$ cat config.mk
export PLATFORM = sky130hd
export DESIGN_NAME = uart_tx_mmio
export DESIGN_NICKNAME = d
export VERILOG_FILES = /design/src/rtl/uart_tx_pkg.sv /design/src/rtl/txq_fifo.sv /design/src/rtl/tx_bit_clock.sv /design/src/rtl/tx_framer.sv /design/src/rtl/uart_tx_mmio.sv
export SDC_FILE = /design/constraint.sdc
export NUM_CORES = 1
export LEC_CHECK = 0
export ABC_AREA = 1
export BUFFER_PORTS_ARGS = -buffer_cell sky130_fd_sc_hd__buf_4
export CAP_MARGIN = 20
export CORE_ASPECT_RATIO = 1.75
export CORE_MARGIN = 4
export CORE_UTILIZATION = 35
export CTS_BUF_LIST = sky130_fd_sc_hd__clkbuf_8 sky130_fd_sc_hd__clkbuf_16
export CTS_CLUSTER_DIAMETER = 120
export CTS_CLUSTER_SIZE = 20
export DETAILED_ROUTE_END_ITERATION = 7
export PLACE_DENSITY = 0.55
export SLEW_MARGIN = 5
export SYNTH_ARGS = -nofsm -noshare
export SYNTH_HDL_FRONTEND = slang
export SYNTH_SLANG_ARGS = --single-unit
$ cat constraint.sdc
create_clock -name clk -period 3.65 [get_ports clk]
set_input_delay 0.1825 -clock clk [delete_from_list [all_inputs] [get_ports clk]]
set_output_delay 0.1825 -clock clk [all_outputs]
set_load 0.005 [all_outputs]
$ cat src/rtl/uart_tx_pkg.sv
`timescale 1ns/1ps
package uart_tx_pkg;
  localparam int ADDR_W = 12;
  localparam int BUS_W  = 32;
  localparam int DATA_W = 8;
  localparam int FRAME_W = DATA_W + 2;

  localparam logic [ADDR_W-1:0] OFF_DATA = 12'h000;
  localparam logic [ADDR_W-1:0] OFF_FLAG = 12'h018;
  localparam logic [ADDR_W-1:0] OFF_CTRL = 12'h030;

  localparam int FLAG_BUSY_BIT  = 3;
  localparam int FLAG_FULL_BIT  = 5;
  localparam int FLAG_EMPTY_BIT = 7;
  localparam int CTRL_EN_BIT    = 0;
  localparam int CTRL_TXEN_BIT  = 8;

  typedef enum logic {FR_IDLE, FR_SEND} fr_state_t;

  // Shift image, sent from bit 0 upward: start, data LSB first, stop.
  function automatic logic [FRAME_W-1:0] build_frame(input logic [DATA_W-1:0] d);
    return {1'b1, d, 1'b0};
  endfunction

  function automatic logic [BUS_W-1:0] pack_flags(input logic busy, input logic full,
                                                  input logic empty);
    logic [BUS_W-1:0] w;
    w = '0;
    w[FLAG_BUSY_BIT]  = busy;
    w[FLAG_FULL_BIT]  = full;
    w[FLAG_EMPTY_BIT] = empty;
    return w;
  endfunction

  function automatic logic [BUS_W-1:0] pack_ctrl(input logic en, input logic txen);
    logic [BUS_W-1:0] w;
    w = '0;
    w[CTRL_EN_BIT]   = en;
    w[CTRL_TXEN_BIT] = txen;
    return w;
  endfunction
endpackage

$ cat src/rtl/txq_fifo.sv
`timescale 1ns/1ps
module txq_fifo #(
  parameter int DW    = 8,
  parameter int DEPTH = 32
) (
  input  logic                         clk,
  input  logic                         rst_n,
  input  logic                         push,
  input  logic [DW-1:0]                push_data,
  input  logic                         pop,
  output logic [DW-1:0]                pop_data,
  output logic                         full,
  output logic                         empty,
  output logic [$clog2(DEPTH+1)-1:0]   count
);
  localparam int AW = (DEPTH > 1) ? $clog2(DEPTH) : 1;
  localparam int CW = $clog2(DEPTH+1);

  logic [DW-1:0] mem [DEPTH];
  logic [AW-1:0] wr_ptr, rd_ptr;
  logic          do_push, do_pop;

  assign do_push = push && (count != CW'(DEPTH));
  assign do_pop  = pop && (count != '0);

  function automatic logic [AW-1:0] ptr_next(input logic [AW-1:0] p);
    return (p == AW'(DEPTH-1)) ? '0 : p + AW'(1);
  endfunction

  always_ff @(posedge clk) begin
    if (do_push) mem[wr_ptr] <= push_data;
  end

  always_ff @(posedge clk) begin
    if (!rst_n) begin
      wr_ptr <= '0;
      rd_ptr <= '0;
      count  <= '0;
    end else begin
      if (do_push) wr_ptr <= ptr_next(wr_ptr);
      if (do_pop)  rd_ptr <= ptr_next(rd_ptr);
      case ({do_push, do_pop})
        2'b10:   count <= count + CW'(1);
        2'b01:   count <= count - CW'(1);
        default: count <= count;
      endcase
    end
  end

  assign pop_data = mem[rd_ptr];
  assign full     = (count == CW'(DEPTH));
  assign empty    = (count == '0);
endmodule

$ cat src/rtl/tx_bit_clock.sv
`timescale 1ns/1ps
module tx_bit_clock #(
  parameter int TICK_DIV = 1
) (
  input  logic clk,
  input  logic rst_n,
  input  logic tick_in,
  output logic bit_stb
);
  generate
    if (TICK_DIV <= 1) begin : g_direct
      assign bit_stb = tick_in;
    end else begin : g_divide
      localparam int DW = $clog2(TICK_DIV);
      logic [DW-1:0] sub;
      always_ff @(posedge clk) begin
        if (!rst_n)              sub <= '0;
        else if (tick_in)        sub <= (sub == DW'(TICK_DIV-1)) ? '0 : sub + DW'(1);
      end
      assign bit_stb = tick_in && (sub == DW'(TICK_DIV-1));
    end
  endgenerate
endmodule

$ cat src/rtl/tx_framer.sv
`timescale 1ns/1ps
module tx_framer
  import uart_tx_pkg::*;
(
  input  logic              clk,
  input  logic              rst_n,
  input  logic              bit_stb,
  input  logic              go,
  input  logic              have_data,
  input  logic [DATA_W-1:0] data,
  output logic              pop,
  output logic              frame_done,
  output logic              busy,
  output logic              tx
);
  localparam int IW = $clog2(FRAME_W);

  fr_state_t          state;
  logic [FRAME_W-1:0] shreg;
  logic [IW-1:0]      idx;
  logic               last_bit, start_ok;

  assign last_bit   = (state == FR_SEND) && (idx == IW'(FRAME_W-1));
  assign frame_done = bit_stb && last_bit;
  assign start_ok   = bit_stb && go && have_data && ((state == FR_IDLE) || last_bit);
  assign pop        = start_ok;

  always_ff @(posedge clk) begin
    if (!rst_n) begin
      state <= FR_IDLE;
      shreg <= '1;
      idx   <= '0;
      tx    <= 1'b1;
    end else if (start_ok) begin
      state <= FR_SEND;
      shreg <= build_frame(data);
      idx   <= '0;
      tx    <= 1'b0;
    end else if (frame_done) begin
      state <= FR_IDLE;
      shreg <= '1;
      tx    <= 1'b1;
    end else if ((state == FR_SEND) && bit_stb) begin
      shreg <= {1'b1, shreg[FRAME_W-1:1]};
      idx   <= idx + IW'(1);
      tx    <= shreg[1];
    end
  end

  assign busy = (state == FR_SEND);
endmodule

$ cat src/rtl/uart_tx_mmio.sv
`timescale 1ns/1ps
module uart_tx_mmio
  import uart_tx_pkg::*;
#(
  parameter int FIFO_DEPTH = 32,
  parameter int TICK_DIV   = 1
) (
  input  logic              clk,
  input  logic              rst_n,
  input  logic [ADDR_W-1:0] bus_addr,
  input  logic              bus_we,
  input  logic [BUS_W-1:0]  bus_wdata,
  output logic [BUS_W-1:0]  bus_rdata,
  input  logic              baud_tick,
  output logic              tx_out
);
  localparam int CNT_W = $clog2(FIFO_DEPTH+1);

  logic              ctrl_en, ctrl_txen, tx_go;
  logic              wr_data, wr_ctrl;
  logic              fifo_full, fifo_empty;
  logic [CNT_W-1:0]  fifo_cnt;
  logic [DATA_W-1:0] fifo_head;
  logic              fr_pop, fr_busy, frame_done, bit_stb;

  assign wr_data = bus_we && (bus_addr == OFF_DATA);
  assign wr_ctrl = bus_we && (bus_addr == OFF_CTRL);
  assign tx_go   = ctrl_en && ctrl_txen;

  always_ff @(posedge clk) begin
    if (!rst_n) begin
      ctrl_en   <= 1'b0;
      ctrl_txen <= 1'b0;
    end else if (wr_ctrl) begin
      ctrl_en   <= bus_wdata[CTRL_EN_BIT];
      ctrl_txen <= bus_wdata[CTRL_TXEN_BIT];
    end
  end

  txq_fifo #(.DW(DATA_W), .DEPTH(FIFO_DEPTH)) u_fifo (
    .clk(clk), .rst_n(rst_n),
    .push(wr_data), .push_data(bus_wdata[DATA_W-1:0]),
    .pop(fr_pop), .pop_data(fifo_head),
    .full(fifo_full), .empty(fifo_empty), .count(fifo_cnt)
  );

  tx_bit_clock #(.TICK_DIV(TICK_DIV)) u_clk (
    .clk(clk), .rst_n(rst_n), .tick_in(baud_tick), .bit_stb(bit_stb)
  );

  tx_framer u_framer (
    .clk(clk), .rst_n(rst_n), .bit_stb(bit_stb), .go(tx_go),
    .have_data(!fifo_empty), .data(fifo_head),
    .pop(fr_pop), .frame_done(frame_done), .busy(fr_busy), .tx(tx_out)
  );

  always_comb begin
    case (bus_addr)
      OFF_FLAG: bus_rdata = pack_flags(fr_busy, fifo_full, fifo_empty);
      OFF_CTRL: bus_rdata = pack_ctrl(ctrl_en, ctrl_txen);
      default:  bus_rdata = '0;
    endcase
  end
endmodule

==> impl_metrics.env, run 1 <==
export IMPL_ir_drop_uv=343
export IMPL_end_kind="register"
export IMPL_tightest_slew_ns=1.06
export IMPL_synth_area_leaders="edfxtp_1 62%, nor2_1 7.2%, dfxtp_1 5.9%"
export IMPL_pwr_density_cell_mw_per_mm2=421
export IMPL_syn_inst=1096
export IMPL_die_x_um=151
export IMPL_layout_setup_ws_ns=1.04
export IMPL_holdWs_ns=0.0431
export IMPL_grt_pass1_vias=7918
export IMPL_synth_top_area_cell="edfxtp_1"
export IMPL_antenna_found_initial=0
export IMPL_std_cell_rows=91
export IMPL_ys_warn_count=0
export IMPL_synth_area_mm2=0.0125
export IMPL_synth_top_flop_cell="edfxtp_1"
export IMPL_pwr_share_comb_pct=1.6
export IMPL_ant_nets=0
export IMPL_first_pass_iters=6
export IMPL_track_usage_pct=15.3
export IMPL_max_freq_mhz=383
export IMPL_fin_cells=1587
export IMPL_cts_tree="built"
export IMPL_finalCritPeriodShare_pct=71.6
export IMPL_final_area_mm2=0.0136
export IMPL_cts_resized=0
export IMPL_wire_per_inst_um=18.7
export IMPL_cpPeakStageDelay_ns=0.40
export IMPL_rsz0062_at_grt="false"
export IMPL_setup_viol=0
export IMPL_core_area_mm2=0.0352
export IMPL_syn_avg_cell_area_um2=11.4
export IMPL_power_leakage_nw=4.68
export IMPL_internal_power_mw=4.60
export IMPL_cp_slowest_cell="dfxtp_1"
export IMPL_clk_insertion_delay_late_ns=0.51
export IMPL_finalPower_mw=5.72
export IMPL_pre_cts_slack_ns=1.05
export IMPL_via_count=7893
export IMPL_ctsRootBufferMaster="clkbuf_16"
export IMPL_wirelength_um=29700
export IMPL_ioPinCount=81
export IMPL_fin_nets=1169
export IMPL_synth_seq_cells=293
export IMPL_regArea_mm2=0.00843
export IMPL_initial_core_util_pct=35.4
export IMPL_fin_crit_ns=2.61
export IMPL_synth_edff_count=256
export IMPL_seq_area_frac_synth_pct=67.6
export IMPL_crit_arrival_ns=3.02
export IMPL_portBuffers=30
export IMPL_placed_cell_area_mm2=0.0130
export IMPL_multiInputGateArea_mm2=0.00338
export IMPL_critical_path_max_fanout=15
export IMPL_drive_above_1_share_pct=7.58
export IMPL_drtIter0Drc=612
export IMPL_synth_common_cells="256 x edfxtp_1, 240 x nor2_1, 123 x o21ai_0"
export IMPL_grt_first_pass_wirelength_um=45700
export IMPL_path_cells="ha_1, nand3_1, nand2_1, nand2_1, nor2_4, ha_1, xor2_1, nand4_1, nand3_1, nand2_1, nand3_1, nand3_1, nand2_1, inv_1"
export IMPL_finalClockSkew_ns=0.0109
export IMPL_maxCapViolations=0
export IMPL_grt_overflow=0
export IMPL_clockBufferDepth=3
export IMPL_syn2layout_area_growth_pct=9.05
export IMPL_synth_most_common_cell="edfxtp_1"
export IMPL_vias_per_cell=4.97
export IMPL_drc_errors=0
export IMPL_numCtsBuffers=18
export IMPL_drv_slew=0
export IMPL_outcome="finished clean"
export IMPL_cts_sinks=293
export IMPL_synth_cell_types=35
export IMPL_cts_htree_levels=1
export IMPL_hp_class="in -> reg"
export IMPL_placed_cells_incl_taps=1553
export IMPL_grt_max_degree=129
export IMPL_power_frac_seq_pct=63.4
export IMPL_synthArstFlopShare_pct=0
export IMPL_fin_util_pct=38.6
export IMPL_cp_required_ns=4.05
export IMPL_startpoint_type="register"
export IMPL_hold_viol=0
export IMPL_dp_hpwl_um=18600
export IMPL_finalSetupTns_ns=0
export IMPL_synth_top_area_share_pct=61.7
export IMPL_fillers=3396
export IMPL_switchingPower_mw=1.12
export IMPL_cts_hold_buf=2
export IMPL_die_y_um=258
export IMPL_gp_congestion=0.807
export IMPL_path_clk_slew_ns=0.08
export IMPL_slew_headroom_pct=29.4
export IMPL_die_area_mm2=0.0388
export IMPL_swShare_pct=19.6
export IMPL_diodes=0
export IMPL_cts_setup_buffers=0
export IMPL_path_class="reg -> reg"
export IMPL_clkPwrFrac_pct=35.0
worst paths after layout:
path	from	end	slack [ns]	depth (start not counted)
max	u_framer.idx[0]	u_fifo.count[5]	1.04	14
min	bus_we	ctrl_txen	0.04	3
max reg2reg	u_framer.idx[0]	u_fifo.count[5]	1.04	14
min reg2reg	u_framer.idx[3]	u_framer.idx[3]	0.47	2
worst max-delay path, delay by kind of cell (launching register included):
kind,cells,cell delay (ns)
XOR/XNOR,1,0.34
buffers and inverters,1,0.03
AND/OR/NAND/NOR,10,1.20
adder cells (fa/ha/maj),2,0.54
flip-flops,1,0.40
layout by cell type (no fill, tap or decap), types with 2 or more instances in the layout:
cell / Yosys / final
a21oi_1: 19 / 19
or2_2: 3 / 3
o211a_1: 2 / 2
a211oi_1: 2 / 2
xnor2_1: 2 / 2
nand2_1: 86 / 86
buf_4: 37 / 50
o21ai_1: 32 / 32
buf_12: 0 / 4
o21bai_1: 4 / 4
nand4_1: 2 / 2
xor2_1: 7 / 7
edfxtp_1: 256 / 256
clkbuf_16: 0 / 19
o22ai_1: 9 / 9
nor2_1: 240 / 240
conb_1: 1 / 27
o211ai_2: 2 / 2
dlygate4sd3_1: 0 / 2
ha_1: 11 / 11
nand3_1: 43 / 43
dfxtp_1: 37 / 35
o211ai_1: 41 / 41
inv_1: 47 / 59
o221ai_1: 20 / 20
o21ai_0: 123 / 123
nor3_1: 11 / 11
registers in the layout, indices dropped and copies added, names as in the netlist, named ones only:
| register | count |
|---|---|
| ctrl_en | 1 |
| u_framer.tx | 1 |
| ctrl_txen | 1 |
| u_fifo.rd_ptr | 5 |
| u_framer.busy | 1 |
| u_fifo.count | 6 |
| u_framer.shreg | 8 |
| u_fifo.wr_ptr | 5 |
| u_fifo.mem | 256 |
| u_framer.idx | 4 |
final cells by class:
class / count / share of cell area [%]
multi-input combinational: 691 / 24.9
clock inverter: 13 / 0.396
tap: 465 / 4.28
clock buffer: 19 / 3.50
inverter: 50 / 1.39
timing repair buffer: 56 / 3.50
sequential: 293 / 62.1
metal layers:
layer	GRT usage (%)	share of wire [%]
met5	0	0
met2	29.7	56
met3	1.37	3.0
met4	5.52	3.3
met1	16.9	38
cells by family (layout without fill, tap and decap cells):
group / Yosys count / in the layout / synth area share [%]
buf+inv: 138 / 138 / 6.02
other cells: 1 / 27 / 0.0301
xor+xnor: 9 / 9 / 0.633
compound gates: 254 / 254 / 12.0
flops: 293 / 293 / 67.6
simple gates: 390 / 390 / 12.5
fa+ha+maj: 11 / 11 / 1.10
power groups by stage:
stage	Clock [mW]	Combinational [mW]	Sequential (mW)
2_1_floorplan	0	0.0376	3.71
3_3_place_gp	0	0.0870	3.71
3_5_place_dp	0	0.0896	3.71
4_1_cts	2.07	0.0916	3.63
5_1_grt	2.17	0.102	3.63
6_report	2.00	0.0899	3.63
(Power assumes the default switching activity.)
==> run 2, diff against run 1 <==
PLACE_DENSITY = 0.57   (was 0.55)
clock period = 2.17 ns   (was 3.65 ns; I/O delays follow)
==> impl_metrics.env, run 2 (synthesized netlist as in run 1, its figures left out) <==
export IMPL_path_class="reg -> reg"
export IMPL_finalClockSkew_ns=0.0222
export IMPL_dp_hpwl_um=19800
export IMPL_maxCapViolations=0
export IMPL_clockBufferDepth=3
export IMPL_std_cell_rows=91
export IMPL_cts_tree="built"
export IMPL_pwr_density_cell_mw_per_mm2=686
export IMPL_cp_slowest_cell="dfxtp_1"
export IMPL_drc_errors=0
export IMPL_die_x_um=151
export IMPL_die_area_mm2=0.0388
export IMPL_ioPinCount=81
export IMPL_cts_htree_levels=1
export IMPL_grt_overflow=0
export IMPL_power_leakage_nw=4.90
export IMPL_hold_viol=0
export IMPL_hp_class="in -> reg"
export IMPL_crit_arrival_ns=2.53
export IMPL_crit_end="u_fifo.count[3]"
export IMPL_fin_nets=1218
export IMPL_fillers=3332
export IMPL_reg_largest_list="u_fifo.mem x256, u_framer.shreg x8, u_fifo.count x6"
export IMPL_worst_r2r_cell_count=13
export IMPL_critical_path_max_fanout=5
export IMPL_drv_slew=0
export IMPL_initial_core_util_pct=35.4
export IMPL_cp_depth=13
export IMPL_largest_reg_flops=256
export IMPL_die_y_um=258
export IMPL_multiInputGateArea_mm2=0.00342
export IMPL_ctsRootBufferMaster="clkbuf_16"
export IMPL_setup_viol=0
export IMPL_gp_congestion=0.870
export IMPL_regArea_mm2=0.00843
export IMPL_startpoint="u_framer.idx[1]"
export IMPL_vias_per_cell=5.01
export IMPL_wirelength_um=30300
export IMPL_cts_sinks=293
export IMPL_pre_cts_slack_ns=0.0316
export IMPL_end_kind="register"
export IMPL_numCtsBuffers=18
export IMPL_fin_util_pct=39.8
export IMPL_portBuffers=30
export IMPL_cpPeakStageDelay_ns=0.31
export IMPL_tightest_slew_ns=0.696
export IMPL_finalCritPeriodShare_pct=94.9
export IMPL_final_area_mm2=0.0140
export IMPL_core_area_mm2=0.0352
export IMPL_rr_startpoint="u_framer.idx[1]"
export IMPL_regToRegSetupSlack_ns=0.11
export IMPL_diodes=0
export IMPL_antenna_found_initial=0
export IMPL_syn2layout_area_growth_pct=12.4
export IMPL_largest_register="u_fifo.mem"
export IMPL_wire_per_inst_um=18.6
export IMPL_layout_commonest_cell="edfxtp_1"
export IMPL_ant_nets=0
export IMPL_startpoint_type="register"
export IMPL_slew_headroom_pct=53.6
export IMPL_clk_insertion_delay_late_ns=0.52
export IMPL_track_usage_pct=15.5
export IMPL_via_count=8179
export IMPL_cp_num_buf_inv=2
export IMPL_drive_above_1_share_pct=12.0
export IMPL_grt_first_pass_wirelength_um=46300
export IMPL_drtIter0Drc=633
export IMPL_cp_required_ns=2.64
export IMPL_fin_crit_ns=2.06
export IMPL_outcome="finished clean"
export IMPL_grt_max_degree=78
export IMPL_rsz0062_at_grt="true"
export IMPL_first_pass_iters=5
export IMPL_path_cells="inv_1, ha_1, nand3_1, nand2_1, nand2_2, nor2_4, ha_2, xor2_2, nand4_1, nand3_1, xor2_1, o21ai_0, inv_1"
export IMPL_max_freq_mhz=486
export IMPL_final_cell_mix="256 x edfxtp_1, 240 x nor2_1, 121 x o21ai_0"
export IMPL_path_clk_slew_ns=0.09
export IMPL_layout_setup_ws_ns=0.111
export IMPL_grt_pass1_vias=8197
export IMPL_placed_cell_area_mm2=0.0134
export IMPL_ir_drop_uv=602
export IMPL_finalSetupTns_ns=0
export IMPL_crit_family="simple AND/OR/NAND/NOR gates"
export IMPL_worstReg2RegEnd="u_fifo.count[3]"
-- run 2: worst min-delay path by stage --
| stage | start | end | slack [ns] | depth (start not counted) |
|---|---|---|---|---|
| 2_1_floorplan | bus_wdata[0] | u_fifo.mem[0][0] | 0.21 | 0 |
| 3_3_place_gp | bus_wdata[8] | ctrl_txen | 0.39 | 3 |
| 3_5_place_dp | bus_wdata[8] | ctrl_txen | 0.40 | 3 |
| 4_1_cts | bus_wdata[7] | u_fifo.mem[18][7] | 0.007 | 1 |
| 5_1_grt | bus_wdata[7] | u_fifo.mem[18][7] | 0.02 | 1 |
| 6_report | bus_wdata[7] | u_fifo.mem[2][7] | 0.02 | 1 |
-- run 2: metal layers --
layer	vias up	track usage [%]	share of wire (%)
met4	0	5.60	3.0
met5	-	0	0
met3	39	1.19	3.2
met2	189	30.2	56
li1	3946	-	-
met1	4005	17.3	38
-- run 2: area by class of cell --
cell class / instances / share of cell area, %
multi-input cells: 691 / 24.4
well taps: 465 / 4.15
repair buffers: 105 / 6.18
clock inverters: 8 / 0.250
flip-flops and latches: 293 / 60.2
inverters: 50 / 1.40
clock buffers: 19 / 3.39
-- run 2: what timing repair did --
item | 4_1_cts | 5_1_grt
setup buffers | 0 | 2
endpoints found under the setup margin | 0 | 82
gates resized for setup | 0 | 11
hold buffers | 6 | 0
hold endpoints to repair | 13 | 0
-- run 2: power by group --
group / total [mW] / internal [mW] / switching [mW]
clock: 3.35 / 1.59 / 1.76
sequential: 6.11 / 6.11 / 0.0000388
combinational: 0.156 / 0.0381 / 0.118
total: 9.61 / 7.73 / 1.88
-- run 2: metrics by stage --
| stage | hold WS (ns) | instances | power [mW] |
|---|---|---|---|
| after floorplan | 0.207 | 1122 | 6.30 |
| after global placement | 0.393 | 1596 | 6.38 |
| after detailed placement | 0.404 | 1596 | 6.39 |
| after CTS | 0.00677 | 1629 | 9.70 |
| after global routing | 0.0170 | 1631 | 9.92 |
| final | 0.0241 | 1631 | 9.61 |
